**config.mk**
```make
export PLATFORM = sky130hd
export DESIGN_NAME = tmon_limit_check
export DESIGN_NICKNAME = d
export VERILOG_FILES = /design/src/rtl/tmon_pkg.sv /design/src/rtl/tmon_ofs_add.sv /design/src/rtl/tmon_window_cmp.sv /design/src/rtl/tmon_trip_hyst.sv /design/src/rtl/tmon_limit_check.sv
export SDC_FILE = /design/constraint.sdc
export NUM_CORES = 1
export LEC_CHECK = 0
export BUFFER_PORTS_ARGS = -buffer_cell sky130_fd_sc_hd__buf_2
export CAP_MARGIN = 15
export CORE_MARGIN = 3
export CORE_UTILIZATION = 59
export CTS_BUF_LIST = sky130_fd_sc_hd__clkbuf_4
export CTS_CLUSTER_DIAMETER = 80
export DETAILED_ROUTE_END_ITERATION = 8
export PLACE_DENSITY = 0.89
export SLEW_MARGIN = 5
export SYNTH_ARGS = -nofsm -noshare
export SYNTH_HDL_FRONTEND = slang
export SYNTH_SLANG_ARGS = --single-unit
```
**constraint.sdc**
```tcl
create_clock -name clk -period 1.6 [get_ports clk]
set_clock_uncertainty 0.05 [all_clocks]
set_input_delay 0.32 -clock clk [delete_from_list [all_inputs] [get_ports clk]]
set_output_delay 0.32 -clock clk [all_outputs]
set_load 0.03 [all_outputs]
```
**src/rtl/tmon_pkg.sv**
```systemverilog
package tmon_pkg;
   // Clip a sum that is one bit wider than the result to the signed result range.
   function automatic logic [7:0] sat9to8(input logic [8:0] s);
      if (s[8] != s[7]) return s[8] ? 8'h80 : 8'h7F;
      return s[7:0];
   endfunction

   typedef struct packed {
      logic hi;
      logic lo;
   } win_flags_t;
endpackage

```
**src/rtl/tmon_ofs_add.sv**
```systemverilog
module tmon_ofs_add #(
   parameter int TEMP_W    = 8,
   parameter int OFS_W     = 5,
   parameter bit SYM_CLAMP = 1'b1
) (
   input  logic                     clk,
   input  logic                     rst_n,
   input  logic signed [TEMP_W-1:0] raw,
   input  logic                     raw_vld,
   input  logic        [OFS_W-1:0]  ofs_code,
   output logic signed [TEMP_W-1:0] corr_c,
   output logic signed [TEMP_W-1:0] corr_q,
   output logic                     vld_q
);
   localparam int SUM_W = TEMP_W + 1;
   localparam logic [OFS_W-1:0] MOST_NEG = {1'b1, {(OFS_W-1){1'b0}}};

   if (OFS_W >= TEMP_W) begin : g_bad_ofs_w
      $error("tmon_ofs_add: OFS_W must be narrower than TEMP_W");
   end

   logic signed [SUM_W-1:0] ofs_ext;
   logic signed [SUM_W-1:0] sum;

   if (SYM_CLAMP) begin : g_sym
      always_comb begin
         if (ofs_code == MOST_NEG)
            ofs_ext = -SUM_W'((2 ** (OFS_W-1)) - 1);
         else
            ofs_ext = {{(SUM_W-OFS_W){ofs_code[OFS_W-1]}}, ofs_code};
      end
   end else begin : g_full
      always_comb ofs_ext = {{(SUM_W-OFS_W){ofs_code[OFS_W-1]}}, ofs_code};
   end

   always_comb begin
      sum = {raw[TEMP_W-1], raw} + ofs_ext;
      if (sum[SUM_W-1] != sum[SUM_W-2])
         corr_c = sum[SUM_W-1] ? {1'b1, {(TEMP_W-1){1'b0}}} : {1'b0, {(TEMP_W-1){1'b1}}};
      else
         corr_c = sum[TEMP_W-1:0];
   end

   always_ff @(posedge clk or negedge rst_n) begin
      if (!rst_n) begin
         corr_q <= '0;
         vld_q  <= 1'b0;
      end else begin
         vld_q <= raw_vld;
         if (raw_vld) corr_q <= corr_c;
      end
   end

   assert_vld_follow_R9: assert property (@(posedge clk) disable iff (!rst_n)
      raw_vld |=> vld_q);
   assert_hold_idle_R9: assert property (@(posedge clk) disable iff (!rst_n)
      !raw_vld |=> $stable(corr_q));
   assert_sample_R2: assert property (@(posedge clk) disable iff (!rst_n)
      raw_vld |=> corr_q == $past(corr_c));
endmodule

```
**src/rtl/tmon_window_cmp.sv**
```systemverilog
module tmon_window_cmp #(
   parameter int TEMP_W = 8
) (
   input  logic                     clk,
   input  logic                     rst_n,
   input  logic                     smp,
   input  logic                     clr,
   input  logic signed [TEMP_W-1:0] corr_c,
   input  logic signed [TEMP_W-1:0] lim_hi,
   input  logic signed [TEMP_W-1:0] lim_lo,
   output tmon_pkg::win_flags_t     flags
);
   tmon_pkg::win_flags_t viol;

   always_comb begin
      viol.hi = smp && (corr_c > lim_hi);
      viol.lo = smp && (corr_c < lim_lo);
   end

   always_ff @(posedge clk or negedge rst_n) begin
      if (!rst_n) flags <= '0;
      else if (clr) flags <= viol;
      else flags <= flags | viol;
   end

   assert_hi_set_R4: assert property (@(posedge clk) disable iff (!rst_n)
      (smp && corr_c > lim_hi) |=> flags.hi);
   assert_lo_set_R5: assert property (@(posedge clk) disable iff (!rst_n)
      (smp && corr_c < lim_lo) |=> flags.lo);
   assert_sticky_R6: assert property (@(posedge clk) disable iff (!rst_n)
      (flags.hi && !clr) |=> flags.hi);
   assert_clear_R6: assert property (@(posedge clk) disable iff (!rst_n)
      (clr && !smp) |=> (flags == '0));
endmodule

```
**src/rtl/tmon_trip_hyst.sv**
```systemverilog
module tmon_trip_hyst #(
   parameter int TEMP_W = 8,
   parameter int HYST   = 5
) (
   input  logic                     clk,
   input  logic                     rst_n,
   input  logic                     smp,
   input  logic                     clr,
   input  logic signed [TEMP_W-1:0] corr_c,
   input  logic signed [TEMP_W-1:0] lim_trip,
   output logic                     therm,
   output logic                     flag_trip
);
   localparam int EXT_W = TEMP_W + 1;
   localparam logic signed [EXT_W-1:0] HYST_V = EXT_W'(HYST);

   if (HYST < 0 || HYST >= (2 ** (TEMP_W-1))) begin : g_bad_hyst
      $error("tmon_trip_hyst: HYST out of range");
   end

   logic signed [EXT_W-1:0] rel_thr;
   logic signed [EXT_W-1:0] corr_ext;
   logic                    hit;
   logic                    rel;

   always_comb begin
      rel_thr  = {lim_trip[TEMP_W-1], lim_trip} - HYST_V;
      corr_ext = {corr_c[TEMP_W-1], corr_c};
      hit      = smp && (corr_c >= lim_trip);
      rel      = smp && (corr_ext < rel_thr);
   end

   always_ff @(posedge clk or negedge rst_n) begin
      if (!rst_n) begin
         therm     <= 1'b0;
         flag_trip <= 1'b0;
      end else begin
         if (hit) therm <= 1'b1;
         else if (rel) therm <= 1'b0;
         flag_trip <= hit | (flag_trip & ~clr);
      end
   end

   assert_rise_on_hit_R7: assert property (@(posedge clk) disable iff (!rst_n)
      $rose(therm) |-> $past(smp));
   assert_hold_idle_R8: assert property (@(posedge clk) disable iff (!rst_n)
      !smp |=> $stable(therm));
   assert_flag_with_therm_R7: assert property (@(posedge clk) disable iff (!rst_n)
      hit |=> (therm && flag_trip));
endmodule

```
**src/rtl/tmon_limit_check.sv**
```systemverilog
module tmon_limit_check #(
   parameter int TEMP_W    = 8,
   parameter int OFS_W     = 5,
   parameter int HYST      = 5,
   parameter bit SYM_CLAMP = 1'b1
) (
   input  logic              clk,
   input  logic              rst_n,
   input  logic [TEMP_W-1:0] raw_temp,
   input  logic              raw_vld,
   input  logic [OFS_W-1:0]  ofs_code,
   input  logic [TEMP_W-1:0] lim_hi,
   input  logic [TEMP_W-1:0] lim_lo,
   input  logic [TEMP_W-1:0] lim_trip,
   input  logic              sts_clr,
   output logic [TEMP_W-1:0] corr_temp,
   output logic              corr_vld,
   output logic              flag_hi,
   output logic              flag_lo,
   output logic              flag_trip,
   output logic              therm_o
);
   if (TEMP_W < 4) begin : g_bad_temp_w
      $error("tmon_limit_check: TEMP_W too small");
   end

   logic signed [TEMP_W-1:0] corr_c;
   logic signed [TEMP_W-1:0] corr_q;
   tmon_pkg::win_flags_t     wflags;

   tmon_ofs_add #(.TEMP_W(TEMP_W), .OFS_W(OFS_W), .SYM_CLAMP(SYM_CLAMP)) u_ofs (
      .clk(clk), .rst_n(rst_n), .raw(raw_temp), .raw_vld(raw_vld),
      .ofs_code(ofs_code), .corr_c(corr_c), .corr_q(corr_q), .vld_q(corr_vld)
   );

   tmon_window_cmp #(.TEMP_W(TEMP_W)) u_win (
      .clk(clk), .rst_n(rst_n), .smp(raw_vld), .clr(sts_clr), .corr_c(corr_c),
      .lim_hi(lim_hi), .lim_lo(lim_lo), .flags(wflags)
   );

   tmon_trip_hyst #(.TEMP_W(TEMP_W), .HYST(HYST)) u_trip (
      .clk(clk), .rst_n(rst_n), .smp(raw_vld), .clr(sts_clr), .corr_c(corr_c),
      .lim_trip(lim_trip), .therm(therm_o), .flag_trip(flag_trip)
   );

   assign corr_temp = corr_q;
   assign flag_hi   = wflags.hi;
   assign flag_lo   = wflags.lo;

   assert_reset_quiet_R1: assert property (@(posedge clk)
      !rst_n |=> (corr_temp == '0 && !therm_o && !flag_hi && !flag_lo && !flag_trip));
endmodule

```
==> results of run 1 <==
## through the flow
stage	setup TNS (ns)	area (um^2)	util [%]	hold slack [ns]	setup slack [ns]
global placement	-16.84	2690	92.9	0.165	-2.07
floorplan	-13.64	1980	-	-0.0256	-1.87
detailed placement	-18.72	2690	92.9	0.171	-2.38
## synth_stat cells, types with 2 or more instances
cell type / instances
nor2_1: 16
clkbuf_1: 2
mux2_4: 2
nor2b_1: 3
ha_1: 41
a21o_1: 4
nand3_1: 3
inv_1: 32
nand2_1: 6
dfrtp_1: 13
nor3_1: 3
and2_4: 2
mux2_2: 3
a21oi_1: 13
a31oi_1: 2
o21a_1: 7
maj3_2: 2
xor2_1: 5
nor4b_1: 2
a21oi_2: 4
nand2b_1: 4
nand4_1: 5
o21ai_0: 12
xnor2_1: 5
a211oi_1: 3
## kinds of logic after synthesis
| family | after synthesis | synth area share [%] |
|---|---|---|
| adders and majority gates | 44 | 29.5 |
| muxes | 6 | 3.92 |
| buffers and inverters | 37 | 8.63 |
| xor gates and xnor gates | 10 | 4.64 |
| and+or+nand+nor | 49 | 14.9 |
| DFF | 13 | 17.3 |
| AOI/OAI and AO/OA | 59 | 21.2 |
==> results.ini, run 1 <==
[status]
status = aborted with a tool error
failing_step = 4_1_cts
error_line = [ERROR DPL-0038] Utilization greater than 100%, impossible to legalize

[floorplan]
io_pins = 54
initial_core_util_pct = 65.0
die_height_um = 62.5
fp.dieW_um = 62.5
num_rows = 19

[yosys]
synth_nets = 301
netlist-cell-type-count = 49
synth.largest_area_cell = ha_1
synth_seq_cells = 13
synth_top_area_share_pct = 27.2
yosys-top-cells-area = ha_1, dfrtp_1, inv_1, a21oi_1, o21ai_0
synth_edf_count = 0
ys_seq_area_share_pct = 17.3
synth_area_um2 = 1890
synthArstFlopShare_pct = 100
ys.flop_type = dfrtp_1
synthCells = 218
synth_warnings = 0
syn_avg_cell_area_um2 = 8.65

[clock_network]
clock-sinks = 13
cts-root-buf = clkbuf_4
postCtsHoldBufs = 1
cts_resized = 44
htreeDepth = 1
cts_setup_buffers = 13
cts_inserted_buffers = 3
clockBufferDepth = 2

[place]
gp_congestion = 0.844
placed_cells = 365
port_buffers = 53
dp_hpwl_um = 5720

==> run 2, diff against run 1 <==
--- a/config.mk
+++ b/config.mk
@@ -8,11 +8,9 @@
 export BUFFER_PORTS_ARGS = -buffer_cell sky130_fd_sc_hd__buf_2
 export CAP_MARGIN = 15
 export CORE_MARGIN = 3
-export CORE_UTILIZATION = 59
-export CTS_BUF_LIST = sky130_fd_sc_hd__clkbuf_4
-export CTS_CLUSTER_DIAMETER = 80
+export CORE_UTILIZATION = 40
 export DETAILED_ROUTE_END_ITERATION = 8
-export PLACE_DENSITY = 0.89
+export PLACE_DENSITY_LB_ADDON = 0.15
 export SLEW_MARGIN = 5
 export SYNTH_ARGS = -nofsm -noshare
 export SYNTH_HDL_FRONTEND = slang
==> run 2 against run 1 <==
The flow now finishes, with violations (setup timing). Synthesized area is the same. Synthesized cell count is the same.
==> results.ini, run 2 <==
[detailed_routing]
drt_pass1_iterations = 4
dr_total_vias = 1955
drcViolationCount = 0
via_per_inst = 4.99
wl_per_cell_um = 13.3
routed_wl_um = 5220
first_iter_violations = 37
ant_nets = 0

[setup_path]
r2r_cells = 1
cp.required_ns = 1.67
timing.rr.end = u_ofs.corr_q[6]
startpoint_type = input pin
crit_arrival_ns = 3.48
startpoint = ofs_code[4]
r2r_start = u_ofs.corr_q[6]
r2r_slack_ns = 0.77
worst-setup-path-type = input pin to flop
crit_fanout = 3
crit_end = u_trip.therm
end_kind = flop

[timing]
clock.fmax_mhz = 293
slew_headroom_pct = 78.4
finalWorstSetupSlack_ns = -1.81
period_share_pct = 213
period_needed_ns = 3.41
worst_pin_slew_ns = 0.322
tns_ns = -14.42
drv_slew = 0
rsz0062_at_grt = yes
setup_viol = 12
hold_violations = 0

[yosys]
synth_warnings = 0  ; unchanged
synthArstFlopShare_pct = 100  ; unchanged
syn_avg_cell_area_um2 = 8.65  ; unchanged
synth_nets = 301  ; unchanged
synth_area_um2 = 1890  ; unchanged
synth_seq_cells = 13  ; unchanged
yosys-top-cells-area = ha_1, dfrtp_1, inv_1, a21oi_1, o21ai_0
netlist-cell-type-count = 49  ; unchanged
synthMostInstantiatedCell = ha_1
synth.largest_area_cell = ha_1
ys.flop_type = dfrtp_1
synth_top_area_share_pct = 27.2  ; unchanged
synth_edf_count = 0  ; unchanged
ys_seq_area_share_pct = 17.3  ; unchanged
synth.top_cells.by_count = ha_1, inv_1, nor2_1
synthCells = 218  ; unchanged

[pwr]
pwr-share-comb_pct = 73.7
switching_share_pct = 41.4
p_switching_mw = 1.18
pwr-share-clk_pct = 10.0
power_density_nw_per_um2 = 911
internal-power_mw = 1.67
seqPwrFrac_pct = 16.2
leakagePower_nw = 1.60
ir_drop_mv = 0.739

[place]
port_buffers = 53  ; unchanged
post-place-ws_ns = -2.14  ; +0.244 ns
dp_hpwl_um = 4210  ; -27%
gp_congestion = 0.810  ; -4.0%

[clock_network]
cts-root-buf = clkbuf_8
htreeDepth = 1  ; unchanged
cts_tree = yes
cts.clk_slew.worst_paths_ns = 0.05
clock-sinks = 13  ; unchanged
insertion_delay_ns = 0.24
clockBufferDepth = 2  ; unchanged
cts_inserted_buffers = 3  ; unchanged

[status]
status = finished, violations left
violations = setup timing

[floorplan]
fp.dieW_um = 74.7  ; +19%
num_rows = 24  ; +5
die-area_um2 = 5570
initial_core_util_pct = 42.4  ; -23 points
io_pins = 54  ; unchanged
core-area_um2 = 4440
die_height_um = 74.7  ; +19%

[finish]
largestRegisters = u_ofs.corr_q x8, u_win.flags x2
finish.utilization_pct = 70.4
n_antenna_cell = 0
max_flop_register = u_ofs.corr_q
area_growth_pct = 65.9
layout_common_cells = buf_2, buf_4, inv_1, ha_1, buf_6
drive_above_1_share_pct = 53.5
largest_register_ffs = 8
fill_cells = 353
finalNetCount = 424

[global_routing]
grt_pass1_vias = 1914
antenna_found_initial = 0
grt_pass1_wl_um = 8480
grt_overflow = 0
grt_max_degree = 14
grt_usage_pct = 19.4

[hold_path]
hold_path.class = input pin to flop

[flow_run]
maxCapViolCount = 0

run 2: cell counts after synthesis:
Identical to the previous run, type by type.
run 2: area by class of cell:
type | instances | area, um^2 | area share [%]
Sequential cell | 13 | 325 | 10.4
Multi-Input combinational cell | 168 | 1680 | 53.7
Clock buffer | 4 | 45.0 | 1.44
Tap cell | 52 | 65.1 | 2.08
Inverter | 32 | 120 | 3.84
Timing Repair Buffer | 123 | 892 | 28.5
run 2: timing repair:
action | CTS | global route
endpoints found under the setup margin | 12 | 12
hold endpoints to repair | 13 | 0
hold buffers | 1 | 0
gates resized for setup | 42 | 20
pin swaps | 19 | 23
setup buffers | 7 | 13
run 2: critical path, stage by stage:
cell and delay [ns]:
buf_6 0.09, nor4b_4 0.11, or2_4 0.23, ha_4 0.16, fa_2 0.35, a211o_1 0.32, a21o_1 0.17, a21oi_2 0.14
xor2_1 0.14, o21ai_1 0.09, and2_4 0.18, buf_12 0.13, ha_4 0.14, or4b_4 0.52, o21ai_2 0.12, a21oi_1 0.07
a21oi_1 0.11, o21ai_1 0.07
run 2: worst min path at each step:
stage	start	endpoint	slack (ns)	cells after the start
floorplan	rst_n	u_ofs.corr_q[0]	-0.03	0
global placement	rst_n	u_trip.therm	0.17	1
detailed placement	rst_n	u_ofs.vld_q	0.17	1
CTS	sts_clr	u_win.flags[1]	0.33	3
global route	sts_clr	u_win.flags[1]	0.33	3
finish	sts_clr	u_win.flags[1]	0.33	3
run 2: power groups by stage:
stage	Clock (mW)	Combinational, mW	Sequential [mW]
floorplan	0	0.860	0.640
global placement	0	1.64	0.466
detailed placement	0	1.67	0.467
CTS	0.294	1.94	0.462
global route	0.316	2.30	0.473
finish	0.286	2.10	0.462
run 2: logic make-up (layout without fill, tap and decap cells):
group	after synthesis	count (layout)	synth area share, %
AOI/OAI and AO/OA	59	59	21.2
and+or+nand+nor	49	49	14.9
muxes	6	6	3.92
buffers and inverters	37	159	8.63
DFF	13	13	17.3
xor gates and xnor gates	10	10	4.64
adders and majority gates	44	44	29.5
run 2: metal layers:
metal / track usage, % / wire (um) / vias up
li1: - / - / 1015
met2: 34.0 / 2540 / 36
met5: 0 / 0 / -
met4: 2.77 / 28 / 0
met3: 1.60 / 163 / 2
met1: 26.6 / 2490 / 902
run 2: through the flow:
stage	instances	power [mW]	area, um^2	hold WS [ns]
after CTS	384	2.69	3000	0.326
final	392	2.85	3130	0.327
after detailed placement	372	2.13	2680	0.171
after global routing	392	3.09	3130	0.334
after floorplan	218	1.50	1980	-0.0256
after global placement	372	2.11	2680	0.168
Note: power is estimated with default switching activity, not from simulation.
==> run 3, diff against run 2 <==
--- a/config.mk
+++ b/config.mk
@@ -7,11 +7,11 @@
 export LEC_CHECK = 0
 export BUFFER_PORTS_ARGS = -buffer_cell sky130_fd_sc_hd__buf_2
 export CAP_MARGIN = 15
-export CORE_MARGIN = 3
+export CORE_MARGIN = 8
 export CORE_UTILIZATION = 40
 export DETAILED_ROUTE_END_ITERATION = 8
 export PLACE_DENSITY_LB_ADDON = 0.15
-export SLEW_MARGIN = 5
+export SLEW_MARGIN = 20
 export SYNTH_ARGS = -nofsm -noshare
 export SYNTH_HDL_FRONTEND = slang
 export SYNTH_SLANG_ARGS = --single-unit
==> run 3 against run 2 <==
Hold slack better by 0.014 ns. Cell count unchanged. The run still ends with setup timing left. Sequential share of layout area up 0.063 points.
==> results.ini, run 3 (synthesis gave the netlist of run 2 again) <==
[setup_path]
cp_slowest_stage_delay_ns = 0.34  ; -0.18 ns
cp.required_ns = 1.68  ; about the same
r2r_slack_ns = 0.78  ; about the same
timing.rr.end = u_ofs.corr_q[1]
crit_arrival_ns = 3.51  ; +0.03 ns
cpLargestDelayFamily = compound AO/OA/AOI/OAI gates
crit_fanout = 6  ; +3
crit_slowest_cell = fa_2
r2r_cells = 1  ; unchanged
crit_buf_inv = 3  ; +1
end_kind = flop
worst-setup-path-type = input pin to flop
r2r_start = u_ofs.corr_q[1]
cpMostUsedCell = ha_4
startpoint_type = input pin
worstPathCellList = buf_6 -> nor4b_4 -> or2_4 -> ha_4 -> fa_2 -> a211o_1 -> nand4_1 -> a22o_4 -> maj3_2 -> inv_2 -> ha_4 -> a211oi_4 -> buf_4 -> a221oi_2 -> nor2_1 -> a21oi_2 -> nand3_2 -> mux2i_1 -> a22o_1

[detailed_routing]
via_per_inst = 4.98  ; -0.20%
dr_total_vias = 1951  ; -0.20%
route.met2.wl_um = 2780  ; +9.7%
drt_pass1_iterations = 4  ; unchanged
first_iter_violations = 19  ; -49%
drcViolationCount = 0  ; unchanged
met3_length_um = 246  ; +51%
wl_per_cell_um = 14.0  ; +5.3%
drt-met1-wl_um = 2380  ; -4.4%
routed_wl_um = 5490  ; +5.3%
ant_nets = 0  ; unchanged
dr.max_layer_used = met4

[clock_network]
cts.clk_slew.worst_paths_ns = 0.05  ; about the same
cts-root-buf = clkbuf_8
htreeDepth = 1  ; unchanged
clock-sinks = 13  ; unchanged
cts_inserted_buffers = 3  ; unchanged
clockBufferDepth = 2  ; unchanged
insertion_delay_ns = 0.24  ; about the same
cts_tree = yes

[floorplan]
die-area_um2 = 7170  ; +29%
initial_core_util_pct = 40.7  ; -1.7 points
fp.dieW_um = 84.7  ; +13%
io_pins = 54  ; unchanged
core-area_um2 = 4630  ; +4.2%
die_height_um = 84.7  ; +13%
num_rows = 25  ; +4.2%

[finish]
largestRegisters = u_ofs.corr_q x8, u_win.flags x2
layout_common_cells = buf_4, buf_2, inv_1
max_flop_register = u_ofs.corr_q
fill_cells = 385  ; +9.1%
multi_input_area_um2 = 1710  ; +1.7%
area_growth_pct = 64.9
finalNetCount = 422  ; -0.47%
ff_latch_area_um2 = 325  ; unchanged
drive_above_1_share_pct = 54.4  ; +0.91 points
finish.utilization_pct = 67.2  ; -3.2 points
largest_register_ffs = 8  ; unchanged
final_common_cell = buf_4
n_antenna_cell = 0  ; unchanged

[global_routing]
grt_usage_pct = 14.4  ; -5.0 points
grt_overflow = 0  ; unchanged
grt_max_degree = 14  ; unchanged
grt_pass1_vias = 1944  ; +1.6%
grt_pass1_wl_um = 8690  ; +2.4%
antenna_found_initial = 0  ; unchanged

[pwr]
power_density_nw_per_um2 = 910  ; about the same
leakagePower_nw = 1.58  ; -1.3%
ir_drop_mv = 0.361  ; -51%

[timing]
clock.fmax_mhz = 292  ; -0.64%
period_needed_ns = 3.43  ; +0.0221 ns
tns_ns = -13.39  ; +1.03 ns
worst_pin_slew_ns = 0.294  ; -0.0272 ns
setup_viol = 12  ; unchanged
slew_headroom_pct = 80.4  ; +1.9 points
finalWorstSetupSlack_ns = -1.83  ; -0.0221 ns
hold_violations = 0  ; unchanged
rsz0062_at_grt = yes
drv_slew = 0  ; unchanged
period_share_pct = 214  ; +1.4 points

[hold_path]
hold_end = u_win.flags[1]
hold_path.class = input pin to flop
min_from = sts_clr
hold_path_depth = 3  ; unchanged

[status]
status = finished, violations left
violations = setup timing

[place]
dp_hpwl_um = 4350  ; +3.5%
port_buffers = 53  ; unchanged
post-place-ws_ns = -2.20  ; -0.0620 ns
gp_congestion = 0.829  ; +2.3%

[flow_run]
maxCapViolCount = 0  ; unchanged

-- run 3: cell types whose count changed in the layout (fill, tap and decap cells not counted), moves of 2 or more --
cell / before / now
ha_4: 8 / 11
buf_6: 21 / 15
nand3_2: 0 / 2
nand3_1: 3 / 1
ha_1: 31 / 28
buf_4: 50 / 55
-- run 3: routing by layer --
layer	GRT usage, %	vias to the layer above
met1	16.6	886
met5	0	-
met2	26.5	44
met3	2.44	10
met4	3.40	0
li1	-	1011
-- run 3: where the power goes --
part	switching, mW	leakage, nW	internal, mW	total, mW
logic	1.01	1.41	1.05	2.07
registers	0.0547	0.148	0.416	0.471
clock network	0.119	0.0228	0.176	0.295
-- run 3: worst min-delay path, cell delays in order --
cell       delay (ns)
buf_2            0.07
inv_1            0.07
o2bb2ai_1        0.13
-- run 3: cell type report --
class | count | area share [%]
Sequential cell | 13 | 10.5
Clock buffer | 4 | 1.45
Timing Repair Buffer | 121 | 27.1
Multi-Input combinational cell | 168 | 55.0
Inverter | 32 | 3.86
Tap cell | 54 | 2.17
-- run 3: metrics by stage --
| step | hold slack, ns | std cells | total power, mW | cell area (um^2) |
|---|---|---|---|---|
| 3_5_place_dp | 0.173 | 377 | 2.14 | 2700 |
| 5_1_grt | 0.365 | 392 | 3.06 | 3110 |
| 6_report | 0.341 | 392 | 2.83 | 3110 |
| 4_1_cts | 0.347 | 384 | 2.61 | 2900 |
| 2_1_floorplan | -0.0256 | 218 | 1.50 | 1980 |
| 3_3_place_gp | 0.172 | 377 | 2.11 | 2700 |
-- run 3: worst max-delay path by stage --
stage	start	endpoint	slack, ns	depth (start not counted)
after global routing	ofs_code[4]	u_win.flags[0]	-1.97	19
after detailed placement	ofs_code[4]	u_win.flags[0]	-2.20	18
after global placement	ofs_code[4]	u_win.flags[0]	-2.13	18
after floorplan	ofs_code[4]	u_win.flags[0]	-1.87	18
final	ofs_code[4]	u_win.flags[0]	-1.83	19
after CTS	ofs_code[4]	u_trip.therm	-1.80	18
-- run 3: timing repair --
action / 4_1_cts / 5_1_grt
buffers inserted: 3 / 14
endpoints found under the setup margin: 12 / 12
pin swaps: 27 / 34
resized for setup: 28 / 29
hold buffers: 1 / 0
hold endpoints to repair: 13 / 0
